==> src/rtl/tlv_pkg.sv <==
package tlv_pkg;
  typedef enum logic [1:0] {ST_TYPE, ST_TYPE_EXT, ST_LEN, ST_VAL} tlv_state_e;

  localparam logic [2:0] ERR_NONE      = 3'd0;
  localparam logic [2:0] ERR_OVERSIZE  = 3'd1;
  localparam logic [2:0] ERR_TRUNC_TYP = 3'd2;
  localparam logic [2:0] ERR_TRUNC_VAL = 3'd3;
  localparam logic [2:0] ERR_REJECT    = 3'd4;

  localparam int T_HDR_LEN  = 1;
  localparam int T_FRAMES   = 2;
  localparam int T_SEGS     = 3;
  localparam int T_HDR_SEGS = 4;
  localparam int T_RX_GRAN  = 5;
  localparam int T_TX_GRAN  = 6;
  localparam int T_COMPAT   = 7;
endpackage

==> src/rtl/tlv_byte_fsm.sv <==
module tlv_byte_fsm
  import tlv_pkg::*;
#(
  parameter int TYPE_W    = 15,
  parameter int MAX_BYTES = 8,
  localparam int VAL_W    = 8 * MAX_BYTES,
  localparam int OFF_W    = $clog2(MAX_BYTES + 1)
) (
  input  logic              clk_i,
  input  logic              rst_ni,
  input  logic              clear_i,
  input  logic              byte_valid_i,
  input  logic [7:0]        byte_i,
  output logic              rec_valid_o,
  output logic [TYPE_W-1:0] type_o,
  output logic [VAL_W-1:0]  value_o,
  output logic              ovf_o,
  output tlv_state_e        state_o
);
  tlv_state_e        state_q;
  logic [TYPE_W-1:0] type_q;
  logic [VAL_W-1:0]  value_q;
  logic [OFF_W-1:0]  off_q;
  logic [7:0]        len_q;
  logic              rec_q, ovf_q;

  always_ff @(posedge clk_i or negedge rst_ni) begin
    if (!rst_ni) begin
      state_q <= ST_TYPE;
      type_q  <= '0;
      value_q <= '0;
      off_q   <= '0;
      len_q   <= '0;
      rec_q   <= 1'b0;
      ovf_q   <= 1'b0;
    end else begin
      rec_q <= 1'b0;
      ovf_q <= 1'b0;
      if (clear_i) begin
        state_q <= ST_TYPE;
        type_q  <= '0;
        value_q <= '0;
        off_q   <= '0;
        len_q   <= '0;
      end else if (byte_valid_i) begin
        unique case (state_q)
          ST_TYPE: begin
            type_q  <= TYPE_W'(byte_i[6:0]);
            value_q <= '0;
            off_q   <= '0;
            state_q <= byte_i[7] ? ST_TYPE_EXT : ST_LEN;
          end
          ST_TYPE_EXT: begin
            type_q  <= type_q | (TYPE_W'(byte_i) << 7);
            state_q <= ST_LEN;
          end
          ST_LEN: begin
            len_q <= byte_i;
            if (byte_i > 8'(MAX_BYTES)) begin
              ovf_q <= 1'b1;
            end else if (byte_i == 8'd0) begin
              rec_q   <= 1'b1;
              state_q <= ST_TYPE;
            end else begin
              state_q <= ST_VAL;
            end
          end
          ST_VAL: begin
            value_q[{off_q, 3'b000} +: 8] <= byte_i;
            off_q <= off_q + 1'b1;
            if (8'(off_q) + 8'd1 == len_q) begin
              rec_q   <= 1'b1;
              state_q <= ST_TYPE;
            end
          end
          default: state_q <= ST_TYPE;
        endcase
      end
    end
  end

  assign rec_valid_o = rec_q;
  assign type_o      = type_q;
  assign value_o     = value_q;
  assign ovf_o       = ovf_q;
  assign state_o     = state_q;


  val_off_in_range_chk: assert property (@(posedge clk_i) disable iff (!rst_ni)
    state_q == ST_VAL |-> 8'(off_q) < len_q);

  rec_len_legal_chk: assert property (@(posedge clk_i) disable iff (!rst_ni)
    rec_q |-> len_q <= 8'(MAX_BYTES));
endmodule

==> src/rtl/tlv_param_check.sv <==
module tlv_param_check
  import tlv_pkg::*;
#(
  parameter int TYPE_W    = 15,
  parameter int VAL_W     = 64,
  parameter int LIM_W     = 16,
  parameter int MIN_QSIZE = 64,
  parameter logic [LIM_W-1:0] DEF_HDR_LEN = 16'd192,
  parameter logic [LIM_W-1:0] DEF_FRAMES  = 16'd32,
  parameter logic [LIM_W-1:0] DEF_SEGS    = 16'd64
) (
  input  logic              clk_i,
  input  logic              rst_ni,
  input  logic              load_i,
  input  logic              rec_valid_i,
  input  logic [TYPE_W-1:0] type_i,
  input  logic [VAL_W-1:0]  value_i,
  output logic              reject_o,
  output logic [LIM_W-1:0]  hdr_len_o,
  output logic [LIM_W-1:0]  frames_o,
  output logic [LIM_W-1:0]  segs_o
);
  logic [LIM_W-1:0] hdr_q, frm_q, seg_q, sat;
  logic             gran_ok;

  assign sat     = (|value_i[VAL_W-1:LIM_W]) ? '1 : value_i[LIM_W-1:0];
  assign gran_ok = (value_i != '0) && ((value_i & (value_i - 1'b1)) == '0)
                   && (value_i <= VAL_W'(MIN_QSIZE));

  always_comb begin
    reject_o = 1'b0;
    if (rec_valid_i) begin
      if (type_i == TYPE_W'(T_COMPAT))                                  reject_o = (value_i != '0);
      else if (type_i == TYPE_W'(T_HDR_SEGS))                           reject_o = (value_i == '0);
      else if (type_i == TYPE_W'(T_RX_GRAN) || type_i == TYPE_W'(T_TX_GRAN)) reject_o = !gran_ok;
    end
  end

  always_ff @(posedge clk_i or negedge rst_ni) begin
    if (!rst_ni) begin
      hdr_q <= DEF_HDR_LEN;
      frm_q <= DEF_FRAMES;
      seg_q <= DEF_SEGS;
    end else if (load_i) begin
      hdr_q <= DEF_HDR_LEN;
      frm_q <= DEF_FRAMES;
      seg_q <= DEF_SEGS;
    end else if (rec_valid_i) begin
      if (type_i == TYPE_W'(T_HDR_LEN)) hdr_q <= sat;
      if (type_i == TYPE_W'(T_FRAMES))  frm_q <= sat;
      if (type_i == TYPE_W'(T_SEGS))    seg_q <= sat;
    end
  end

  assign hdr_len_o = hdr_q;
  assign frames_o  = frm_q;
  assign segs_o    = seg_q;


  hdr_sat_chk: assert property (@(posedge clk_i) disable iff (!rst_ni)
    rec_valid_i && !load_i && type_i == TYPE_W'(T_HDR_LEN) && (|value_i[VAL_W-1:LIM_W])
    |=> hdr_q == '1);
endmodule

==> src/rtl/tlv_param_parser.sv <==
module tlv_param_parser
  import tlv_pkg::*;
#(
  parameter int LEN_W     = 16,
  parameter int TYPE_W    = 15,
  parameter int MAX_BYTES = 8,
  parameter int LIM_W     = 16,
  parameter int MIN_QSIZE = 64,
  parameter logic [LIM_W-1:0] DEF_HDR_LEN = 16'd192,
  parameter logic [LIM_W-1:0] DEF_FRAMES  = 16'd32,
  parameter logic [LIM_W-1:0] DEF_SEGS    = 16'd64,
  localparam int VAL_W = 8 * MAX_BYTES
) (
  input  logic              clk_i,
  input  logic              rst_ni,
  input  logic              start_i,
  input  logic [LEN_W-1:0]  total_len_i,
  input  logic              word_valid_i,
  input  logic [31:0]       word_i,
  output logic              word_ready_o,
  output logic              rec_valid_o,
  output logic [TYPE_W-1:0] rec_type_o,
  output logic [VAL_W-1:0]  rec_value_o,
  output logic              done_o,
  output logic              error_o,
  output logic [2:0]        error_code_o,
  output logic [LIM_W-1:0]  hdr_len_lim_o,
  output logic [LIM_W-1:0]  frame_lim_o,
  output logic [LIM_W-1:0]  seg_lim_o
);
  logic             run_q, held_q, done_q;
  logic [31:0]      word_q;
  logic [1:0]       bidx_q;
  logic [LEN_W-1:0] cnt_q, total_q;
  logic [2:0]       code_q;
  logic             ovf, reject, stop, at_end, feed, accept;
  logic [7:0]       cur_byte;
  tlv_state_e       pstate;

  assign stop     = ovf | reject;
  assign at_end   = (cnt_q == total_q);
  assign feed     = run_q && held_q && !stop && !at_end;
  assign word_ready_o = run_q && !held_q && !stop && !at_end;
  assign accept   = word_valid_i && word_ready_o;
  assign cur_byte = word_q[{bidx_q, 3'b000} +: 8];

  tlv_byte_fsm #(.TYPE_W(TYPE_W), .MAX_BYTES(MAX_BYTES)) u_fsm (
    .clk_i, .rst_ni,
    .clear_i     (start_i),
    .byte_valid_i(feed),
    .byte_i      (cur_byte),
    .rec_valid_o (rec_valid_o),
    .type_o      (rec_type_o),
    .value_o     (rec_value_o),
    .ovf_o       (ovf),
    .state_o     (pstate)
  );

  tlv_param_check #(
    .TYPE_W(TYPE_W), .VAL_W(VAL_W), .LIM_W(LIM_W), .MIN_QSIZE(MIN_QSIZE),
    .DEF_HDR_LEN(DEF_HDR_LEN), .DEF_FRAMES(DEF_FRAMES), .DEF_SEGS(DEF_SEGS)
  ) u_chk (
    .clk_i, .rst_ni,
    .load_i     (start_i),
    .rec_valid_i(rec_valid_o),
    .type_i     (rec_type_o),
    .value_i    (rec_value_o),
    .reject_o   (reject),
    .hdr_len_o  (hdr_len_lim_o),
    .frames_o   (frame_lim_o),
    .segs_o     (seg_lim_o)
  );

  always_ff @(posedge clk_i or negedge rst_ni) begin
    if (!rst_ni) begin
      run_q   <= 1'b0;
      held_q  <= 1'b0;
      done_q  <= 1'b0;
      word_q  <= '0;
      bidx_q  <= '0;
      cnt_q   <= '0;
      total_q <= '0;
      code_q  <= ERR_NONE;
    end else if (start_i) begin
      run_q   <= 1'b1;
      held_q  <= 1'b0;
      done_q  <= 1'b0;
      cnt_q   <= '0;
      total_q <= total_len_i;
      code_q  <= ERR_NONE;
    end else if (run_q) begin
      if (accept) begin
        held_q <= 1'b1;
        word_q <= word_i;
        bidx_q <= '0;
      end
      if (feed) begin
        cnt_q  <= cnt_q + 1'b1;
        bidx_q <= bidx_q + 1'b1;
        if (bidx_q == 2'd3 || cnt_q + 1'b1 == total_q) held_q <= 1'b0;
      end
      if (ovf || reject || at_end) begin
        run_q  <= 1'b0;
        held_q <= 1'b0;
        done_q <= 1'b1;
        if (ovf)                         code_q <= ERR_OVERSIZE;
        else if (reject)                 code_q <= ERR_REJECT;
        else if (pstate == ST_TYPE_EXT)  code_q <= ERR_TRUNC_TYP;
        else if (pstate != ST_TYPE)      code_q <= ERR_TRUNC_VAL;
        else                             code_q <= ERR_NONE;
      end
    end
  end

  assign done_o       = done_q;
  assign error_o      = (code_q != ERR_NONE);
  assign error_code_o = code_q;


  one_word_at_a_time_chk: assert property (@(posedge clk_i) disable iff (!rst_ni)
    accept && !start_i |=> !word_ready_o);

  clean_done_full_chk: assert property (@(posedge clk_i) disable iff (!rst_ni)
    done_q && !error_o |-> cnt_q == total_q);

  error_has_code_chk: assert property (@(posedge clk_i) disable iff (!rst_ni)
    $rose(done_q) && $past(ovf) |-> code_q == ERR_OVERSIZE);
endmodule

==> config.mk <==
export PLATFORM = sky130hd
export DESIGN_NAME = tlv_param_parser
export DESIGN_NICKNAME = d
export VERILOG_FILES = /design/src/rtl/tlv_pkg.sv /design/src/rtl/tlv_byte_fsm.sv /design/src/rtl/tlv_param_check.sv /design/src/rtl/tlv_param_parser.sv
export SDC_FILE = /design/constraint.sdc
export NUM_CORES = 1
export LEC_CHECK = 0
export BUFFER_PORTS_ARGS = -buffer_cell sky130_fd_sc_hd__buf_4
export CAP_MARGIN = 20
export CORE_MARGIN = 3
export CORE_UTILIZATION = 40
export CTS_CLUSTER_DIAMETER = 40
export DETAILED_ROUTE_END_ITERATION = 10
export GPL_TIMING_DRIVEN = 1
export SYNTH_ARGS = -nofsm -noshare
export SYNTH_HDL_FRONTEND = slang
export SYNTH_HIERARCHICAL = 1
export SYNTH_SLANG_ARGS = --single-unit
==> constraint.sdc <==
create_clock -name clk_i -period 9.63 [get_ports clk_i]
set_clock_uncertainty 0.1 [all_clocks]
set_input_delay 0.963 -clock clk_i [delete_from_list [all_inputs] [get_ports clk_i]]
set_output_delay 0.963 -clock clk_i [all_outputs]
set_load 0.005 [all_outputs]
==> impl_metrics.tcl, run 1 <==
set metrics [dict create \
    status "finished clean" \
    p_leak_nw 6.10 \
    grt_pass1_wl_um 46400 \
    synth_nets 1001 \
    vias_per_cell 5.60 \
    detail-route-antenna-nets 0 \
    dpl_cell_area_um2 12100 \
    grt_use_total_pct 20.5 \
    clock_latency_ns 0.51 \
    clk_pin_slew_ns 0.05 \
    first_pass_iters 5 \
    yosysTopAreaCellShare_pct 50.5 \
    drv_slew 0 \
    required_ns 8.57 \
    async_flop_share_pct 100 \
    post-route-util_pct 52.3 \
    cts_setup_buffers 0 \
    io_pins 186 \
    layout_commonest_cell "dfrtp_1" \
    start_kind "flip-flop" \
    path_max_fanout 22 \
    clockBufferDepth 3 \
    cts-root-buf "clkbuf_16" \
    vias 8225 \
    rsz0062_at_grt "false" \
    netlist_instances 943 \
    initial_utilization_pct 41.2 \
    die_h_um 168 \
    synth_top_cells_by_area "dfrtp_1, nor2_1, mux2_4" \
    seq_area_um2 5390 \
    htreeDepth 2 \
    synth_edf_count 0 \
    critical_path_class "reg -> out" \
    final_nets 1171 \
    fin_area_um2 13300 \
    critPathCaptureType "primary output" \
    fp.coreArea_um2 25400 \
    tightestPinTransition_ns 0.998 \
    fp-row-count 58 \
    synthFlopType "dfrtp_1" \
    fmax_mhz 200 \
    min_period_over_period_pct 52.0 \
    route.detailed.drc 0 \
    antennaDiodeCount 0 \
    wl_um 29600 \
    synth_area_um2 10500 \
    power_density_nw_per_um2 236 \
    final_cell_mix "dfrtp_1, buf_4, nor2_1, nand2_1" \
    die_width_um 168 \
    synth-warning-count 6 \
    hpwlAfterDp_um 20500 \
    ctsHoldBuffers 0 \
    yosysSeqAreaShare_pct 51.5 \
    ys_seq_elements 215 \
    ys_types 82 \
    grt_max_degree 87 \
    grt_overflow 0 \
    fin_tns_setup_ns 0 \
    maxCapViolations 0 \
    port_buffers 185 \
    wire_per_inst_um 20.1 \
    drt_iter0_markers 619 \
    min_path_type "in -> async" \
    vdd_drop_max_mv 0.182 \
    min_period_ns 5.01 \
    synth_top_area_cell "dfrtp_1" \
    area_growth_pct 27.2 \
    fill_cells 2300 \
    grt_pass1_vias 8113 \
    relSlewSlack_pct 32.9 \
    arrival_ns 3.95 \
    hold_viol 0 \
    multi_input_area_um2 4710 \
    drive_gt1_share_pct 30.6 \
    finalSetupViolCount 0 \
    cts_tree "built" \
    antenna_found_initial 0 \
    gp_congestion 0.848 \
    ctsResizeCount 0 \
    dieArea_um2 28100 \
    numCtsBuffers 35 \
    syn_area_per_cell_um2 11.1 \
    cts.sinks 215 \
]
## routing by layer
| metal | routed length, um | vias up | global-route usage [%] | part of all wire, % |
|---|---|---|---|---|
| li1 | - | 3818 | - | - |
| met5 | 0 | - | 0 | 0 |
| met4 | 586 | 0 | 5.16 | 2.0 |
| met1 | 13400 | 4080 | 28.7 | 45 |
| met2 | 13700 | 281 | 32.5 | 46 |
| met3 | 1860 | 46 | 4.41 | 6.3 |
## state kept, by name, indices dropped and copies added (netlist names), 3 cells and up
signal and cells:
u_fsm/off_q 4, error_code_o 3, word_q 32, u_chk/segs_o 16, u_fsm/type_o 15, u_chk/frames_o 16
u_fsm/len_q 8, cnt_q 16, u_chk/hdr_len_o 16, u_fsm/value_o 64, total_q 16
## cell families (layout without fill, tap and decap cells)
kind of cell / count (synthesis) / after routing / share of synthesized area, %
xor+xnor: 48 / 48 / 4.09
flops: 215 / 215 / 51.5
compound gates: 216 / 216 / 15.9
fa+ha+maj: 7 / 7 / 0.814
simple gates: 315 / 315 / 15.7
buf+inv: 82 / 279 / 3.63
mux: 60 / 60 / 8.38
## critical path, cell delays in order, from the launching register on
cell and delay [ns]:
dfrtp_1 0.39, nor4_1 0.34, nand2_1 0.17, or4_4 0.71
or4_4 0.56, a221oi_2 0.42, nor2_1 0.15, o21ai_1 0.31
nor3_1 0.19, buf_4 0.18
## metrics by stage
step                      hold slack, ns  cells  power, mW  worst slack (ns)
after floorplan                    0.375    943       1.54              5.87
after global placement             0.392   1405       1.83              4.65
after detailed placement           0.390   1406       1.84              4.92
after global routing               0.372   1470       3.28              4.48
after CTS                          0.354   1470       3.16              4.63
final                              0.336   1470       3.13              4.62
## power by group
part	switching, mW	leakage [nW]	internal [mW]
sequential	0.116	2.86	1.01
clock	0.449	0.605	0.856
combinational	0.423	2.63	0.278
total	0.988	6.10	2.14
## area by class of cell
type	instances	area share, %
flip-flops and latches	215	40.5
clock buffers	44	7.30
well taps	330	3.11
clock inverters	20	2.01
multi-input cells	646	35.4
inverters	22	0.621
repair buffers	193	11.0
## synthesized netlist by cell type (14+ instances only)
| cell type | number |
|---|---|
| nor4_1 | 22 |
| inv_1 | 22 |
| nor3_1 | 14 |
| a211oi_1 | 47 |
| nand3_1 | 16 |
| dfrtp_1 | 211 |
| nor2_1 | 123 |
| o221ai_1 | 18 |
| buf_2 | 15 |
| mux2_2 | 20 |
| xor2_1 | 24 |
| o21ai_0 | 20 |
| a21oi_1 | 27 |
| xnor2_1 | 23 |
| nand2_1 | 56 |
| clkbuf_1 | 35 |
| mux2_4 | 30 |
| a22o_1 | 47 |
## final timing paths
kind	start	slack, ns	end	cells after the start
worst max register to register	u_fsm/value_o[61]	4.89	u_fsm/value_o[53]	11
worst min-delay path	rst_ni	0.34	u_fsm/value_o[40]	1
worst min register to register	word_q[16]	0.41	word_q[16]	1
max in group asynchronous	rst_ni	7.70	u_fsm/type_o[12]	2
worst max-delay path	u_fsm/value_o[61]	4.62	word_ready_o	9
min in group clk_i	word_q[16]	0.41	word_q[16]	1
Power figures use the tool's default switching activity.
==> inputs of run 2 (changes only) <==
==> constraint.sdc (replaced) <==
create_clock -name clk_i -period 4.9 [get_ports clk_i]
set_clock_uncertainty 0.1 [all_clocks]
set_input_delay 0.49 -clock clk_i [delete_from_list [all_inputs] [get_ports clk_i]]
set_output_delay 0.49 -clock clk_i [all_outputs]
set_load 0.005 [all_outputs]
==> run 2 against run 1 <==
  * Sequential cell count unchanged
  * Non-clock buffer count is 7 higher
  * First-iteration DRC count up 17%
  * Cell area is 0.35% higher
  * Count of clock-buffer cells in the layout grew 2
  * Clock power is 94% higher
  * Worst hold slack worse by 0.22 ns
  * Utilization is 0.18 points higher
  * Setup slack worse by 4.3 ns
  * Sequential power grew 97%
  * Global-route usage about the same
  * Critical endpoint is now u_fsm/value_o[6]
  * Largest power group unchanged
==> impl_metrics.tcl, run 2 (synthesis results as in run 1) <==
set metrics [dict create \
    critPathCaptureType "flip-flop" \
    vias 8208 \
    initial_utilization_pct 41.2 \
    dpl_cell_area_um2 12100 \
    final_nets 1178 \
    antennaDiodeCount 0 \
    first_pass_iters 5 \
    min_period_ns 4.56 \
    grt_use_total_pct 20.4 \
    gp_congestion 0.821 \
    dieArea_um2 28100 \
    relSlewSlack_pct 37.9 \
    drt_iter0_markers 724 \
    fp.coreArea_um2 25400 \
    grt_overflow 0 \
    area_growth_pct 27.6 \
    vdd_drop_max_mv 0.273 \
    finalSetupViolCount 0 \
    fin_total_pwr_mw 6.12 \
    clock_latency_ns 0.51 \
    arrival_ns 4.90 \
    io_pins 186 \
    stdcell_count 1476 \
    tightestPinTransition_ns 0.924 \
    fin_area_um2 13300 \
    numCtsBuffers 35 \
    clockBufferDepth 3 \
    route.detailed.drc 0 \
    antenna_found_initial 0 \
    cts_tree "built" \
    multi_input_area_um2 4710 \
    whs_ns 0.116 \
    fmax_mhz 219 \
    min_path_type "in -> reg" \
    post-place-cells 1412 \
    drive_gt1_share_pct 30.9 \
    crit_start "u_fsm/value_o[24]" \
    port_buffers 185 \
    wire_per_inst_um 19.9 \
    rsz0062_at_grt "false" \
    largest_reg_flops 64 \
    drv_slew 0 \
    fp-row-count 58 \
    maxCapViolations 0 \
    pre_cts_slack_ns 0.444 \
    required_ns 5.24 \
    post-route-util_pct 52.5 \
    status "finished clean" \
    die_width_um 168 \
    detail-route-antenna-nets 0 \
    start_kind "flip-flop" \
    power_density_nw_per_um2 459 \
    vias_per_cell 5.56 \
    grt_pass1_vias 8266 \
    min_period_over_period_pct 93.1 \
    die_h_um 168 \
    fill_cells 2323 \
    grt_max_degree 123 \
    fin_tns_setup_ns 0 \
    htreeDepth 2 \
    clk_pin_slew_ns 0.06 \
    fin_ws_ns 0.340 \
    seq_area_um2 5390 \
    hold_start "total_len_i[11]" \
    p_leak_nw 6.11 \
    cts.sinks 215 \
    grt_pass1_wl_um 46700 \
    layout_commonest_cell "dfrtp_1" \
    wl_um 29400 \
    rr_startpoint "u_fsm/value_o[24]" \
    path_max_fanout 13 \
    hpwlAfterDp_um 20200 \
    final_cell_mix "dfrtp_1, buf_4, nor2_1, nand2_1" \
    cts-root-buf "clkbuf_16" \
    critical_path_class "reg -> reg" \
    cts_setup_buffers 0 \
    hold_viol 0 \
]
run 2: cell count changes in the layout (fill, tap and decap cells not counted), sizes merged:
| cell | before | now |
|---|---|---|
| dlygate4sd3 | 0 | 1 |
| inv | 25 | 24 |
| clkinvlp | 2 | 6 |
| bufinv | 5 | 4 |
| clkinv | 10 | 5 |
| buf | 193 | 199 |
| clkbuf | 44 | 46 |
run 2: where the power goes:
part | internal [mW] | switching [mW]
clock network | 1.67 | 0.870
registers | 1.98 | 0.225
logic | 0.554 | 0.825
run 2: final cells by class:
type | count | area share (%)
Clock buffer | 46 | 7.57
Clock inverter | 17 | 1.61
Inverter | 22 | 0.619
Multi-Input combinational cell | 646 | 35.3
Sequential cell | 215 | 40.4
Tap cell | 330 | 3.10
Timing Repair Buffer | 200 | 11.4
run 2: final timing paths:
| path | slack (ns) | end | depth (start not counted) |
|---|---|---|---|
| min in group asynchronous | 0.48 | u_fsm/value_o[28] | 2 |
| worst max-delay path | 0.34 | u_fsm/value_o[6] | 12 |
| worst min-delay path | 0.12 | total_q[11] | 2 |
| worst max register to register | 0.34 | u_fsm/value_o[6] | 12 |
| worst min register to register | 0.40 | word_q[29] | 1 |
| max in group asynchronous | 3.09 | cnt_q[6] | 3 |
run 2: worst max-delay path, stage by stage (launching register included):
cell	delay [ns]
dfrtp_1	0.41
nor4_1	0.45
nand3_1	0.12
or4_4	0.57
or4_4	0.53
a221oi_2	0.44
nor3_2	0.21
o21ai_2	0.20
inv_1	0.29
nand2b_1	0.21
o21bai_2	0.16
a21oi_1	0.53
a22o_1	0.24
run 2: timing repair:
action / in CTS / in global routing
hold buffers: 1 / 0
endpoints found under the hold margin: 93 / 0
gates resized for setup: 0 / 0
run 2: layer usage:
| metal | vias up | global-route usage [%] | wire length [um] | part of all wire [%] |
|---|---|---|---|---|
| met3 | 33 | 4.51 | 1960 | 6.7 |
| met2 | 276 | 32.0 | 13600 | 46 |
| li1 | 3831 | - | - | - |
| met1 | 4068 | 29.1 | 13400 | 45 |
| met5 | - | 0 | 0 | 0 |
| met4 | 0 | 5.16 | 454 | 1.5 |
==> inputs of run 3 (changes only) <==
--- a/config.mk
+++ b/config.mk
@@ -9,9 +9,10 @@
 export CAP_MARGIN = 20
 export CORE_MARGIN = 3
 export CORE_UTILIZATION = 40
-export CTS_CLUSTER_DIAMETER = 40
+export CTS_CLUSTER_DIAMETER = 120
 export DETAILED_ROUTE_END_ITERATION = 10
 export GPL_TIMING_DRIVEN = 1
+export SKIP_CTS_REPAIR_TIMING = 1
 export SYNTH_ARGS = -nofsm -noshare
 export SYNTH_HDL_FRONTEND = slang
 export SYNTH_HIERARCHICAL = 1
==> constraint.sdc (replaced) <==
create_clock -name clk_i -period 4.7 [get_ports clk_i]
set_clock_uncertainty 0.1 [all_clocks]
set_input_delay 0.47 -clock clk_i [delete_from_list [all_inputs] [get_ports clk_i]]
set_output_delay 0.47 -clock clk_i [all_outputs]
set_load 0.005 [all_outputs]
==> run 3 against run 2 <==
  * Non-clock buffer count is 3 higher
  * Final cell count is 1.2% lower
  * Power is 10% lower
  * Setup slack worse by 0.099 ns
  * Worst hold slack worse by 0.035 ns
  * Register-to-register slack better by 0.09 ns
  * First-iteration DRC count is 0.41% lower
  * Critical path depth is 3 lower
  * Cell area is 3.7% lower
  * Wire length is 0.57% lower
  * Critical path type is now reg -> out
  * Largest cell class unchanged
==> impl_metrics.tcl, run 3 (synthesis results as in run 1) <==
set metrics [dict create \
    min_path_type "in -> reg" \
    status "finished clean" \
    crit_slowest_cell "or4_4" \
    initial_utilization_pct 41.2 \
    finalSetupViolCount 0 \
    tightestPinTransition_ns 0.933 \
    dieArea_um2 28100 \
    pre_cts_slack_ns 0.566 \
    fin_tns_setup_ns 0 \
    clock_latency_ns 0.53 \
    seq_area_um2 5390 \
    hpwlAfterDp_um 20200 \
    hold_viol 0 \
    gp_congestion 0.838 \
    fp.coreArea_um2 25400 \
    grt_pass1_vias 8101 \
    worstPathBufferInverterCount 1 \
    arrival_ns 3.89 \
    final_nets 1171 \
    crit_chain "nor4_1 -> nand4_1 -> or4_4 -> or4_4 -> a221oi_2 -> nor2_1 -> o21ai_1 -> nor3_1 -> buf_4" \
    fp-row-count 58 \
    multi_input_area_um2 4710 \
    min_period_over_period_pct 94.9 \
    wl_um 29200 \
    drt_iter0_markers 721 \
    antennaDiodeCount 0 \
    route.detailed.drc 0 \
    antenna_found_initial 0 \
    clk_pin_slew_ns 0.06 \
    detail-route-antenna-nets 0 \
    drv_slew 0 \
    maxCapViolations 0 \
    grt_overflow 0 \
    grt_use_total_pct 20.5 \
    drive_gt1_share_pct 29.3 \
    fill_cells 2345 \
    fmax_mhz 224 \
    io_pins 186 \
    die_width_um 168 \
    vdd_drop_max_mv 0.365 \
    cts-root-buf "clkbuf_16" \
    path_max_fanout 7 \
    fin_area_um2 12800 \
    critPathMaxStageDelay_ns 0.54 \
    vias 8182 \
    grt_pass1_wl_um 46900 \
    area_growth_pct 22.9 \
    required_ns 4.13 \
    fin_ws_ns 0.242 \
    critPathCaptureType "primary output" \
    first_pass_iters 5 \
    die_h_um 168 \
    critical_path_class "reg -> out" \
    rsz0062_at_grt "false" \
    final_cell_mix "dfrtp_1, buf_4, nor2_1, nand2_1" \
    grt_max_degree 113 \
    min_period_ns 4.46 \
    post-place-cells 1415 \
    htreeDepth 1 \
    whs_ns 0.0810 \
    relSlewSlack_pct 37.4 \
    wire_per_inst_um 20.0 \
    power_density_nw_per_um2 428 \
    vias_per_cell 5.61 \
    clockBufferDepth 3 \
    stdcell_count 1458 \
    p_leak_nw 5.90 \
    layout_commonest_cell "dfrtp_1" \
    start_kind "flip-flop" \
    numCtsBuffers 25 \
    largest_reg_flops 64 \
    cts.sinks 215 \
    dpl_cell_area_um2 12100 \
    cp_common_cell "or4_4" \
    cts_tree "built" \
    path_delay_family "simple AND/OR/NAND/NOR gates" \
    port_buffers 185 \
]
## run 3: cell types whose count changed in the layout (fill, tap and decap cells not counted)
cell / change
clkbuf_8: -4
clkbuf_16: -12
bufinv_16: -4
clkbuf_1: +6
inv_6: -1
clkinv_2: +2
clkinv_4: -2
clkinvlp_4: -6
buf_4: +3
## run 3: per-layer routing
layer / track usage [%] / wire length, um / up-vias
li1: - / - / 3818
met1: 29.8 / 13400 / 4052
met2: 31.6 / 13300 / 273
met3: 4.15 / 1840 / 39
met4: 5.23 / 609 / 0
met5: 0 / 0 / -
## run 3: path summary, 6_finish.rpt
check / slack [ns] / end / cells past startpoint / from
max: 0.24 / word_ready_o / 9 / u_fsm/value_o[19]
min: 0.08 / total_q[0] / 2 / total_len_i[0]
max reg2reg: 0.43 / u_fsm/value_o[3] / 13 / u_fsm/value_o[19]
min reg2reg: 0.40 / word_q[30] / 1 / word_q[30]
max in group asynchronous: 2.97 / bidx_q[0] / 3 / rst_ni
min in group asynchronous: 0.46 / u_fsm/value_o[43] / 2 / rst_ni
## run 3: where the power goes
group	internal, mW	total, mW	switching [mW]	leakage [nW]
Sequential	2.06	2.30	0.234	2.86
Clock	0.992	1.73	0.740	0.351
Combinational	0.589	1.47	0.877	2.68
Total	3.65	5.50	1.85	5.90
## run 3: layout make-up
type	instances	share of cell area (%)
repair buffers	203	12.0
well taps	330	3.21
inverters	22	0.643
clock inverters	6	0.263
multi-input cells	646	36.7
clock buffers	36	5.27
flip-flops and latches	215	41.9
## run 3: worst reg2reg max path: cells and delay by family, from the launching register on
kind | cells | cell delay (ns)
and+or+nand+nor | 6 | 1.96
buffers and inverters | 2 | 0.38
DFF | 1 | 0.41
AOI/OAI and AO/OA | 5 | 1.34
## run 3: metrics by stage
stage          power [mW]  util (%)
2_1_floorplan        3.16         -
3_3_place_gp         3.78      47.7
3_5_place_dp         3.79      47.7
4_1_cts              5.56      50.5
5_1_grt              5.78      50.6
6_report             5.50      50.6
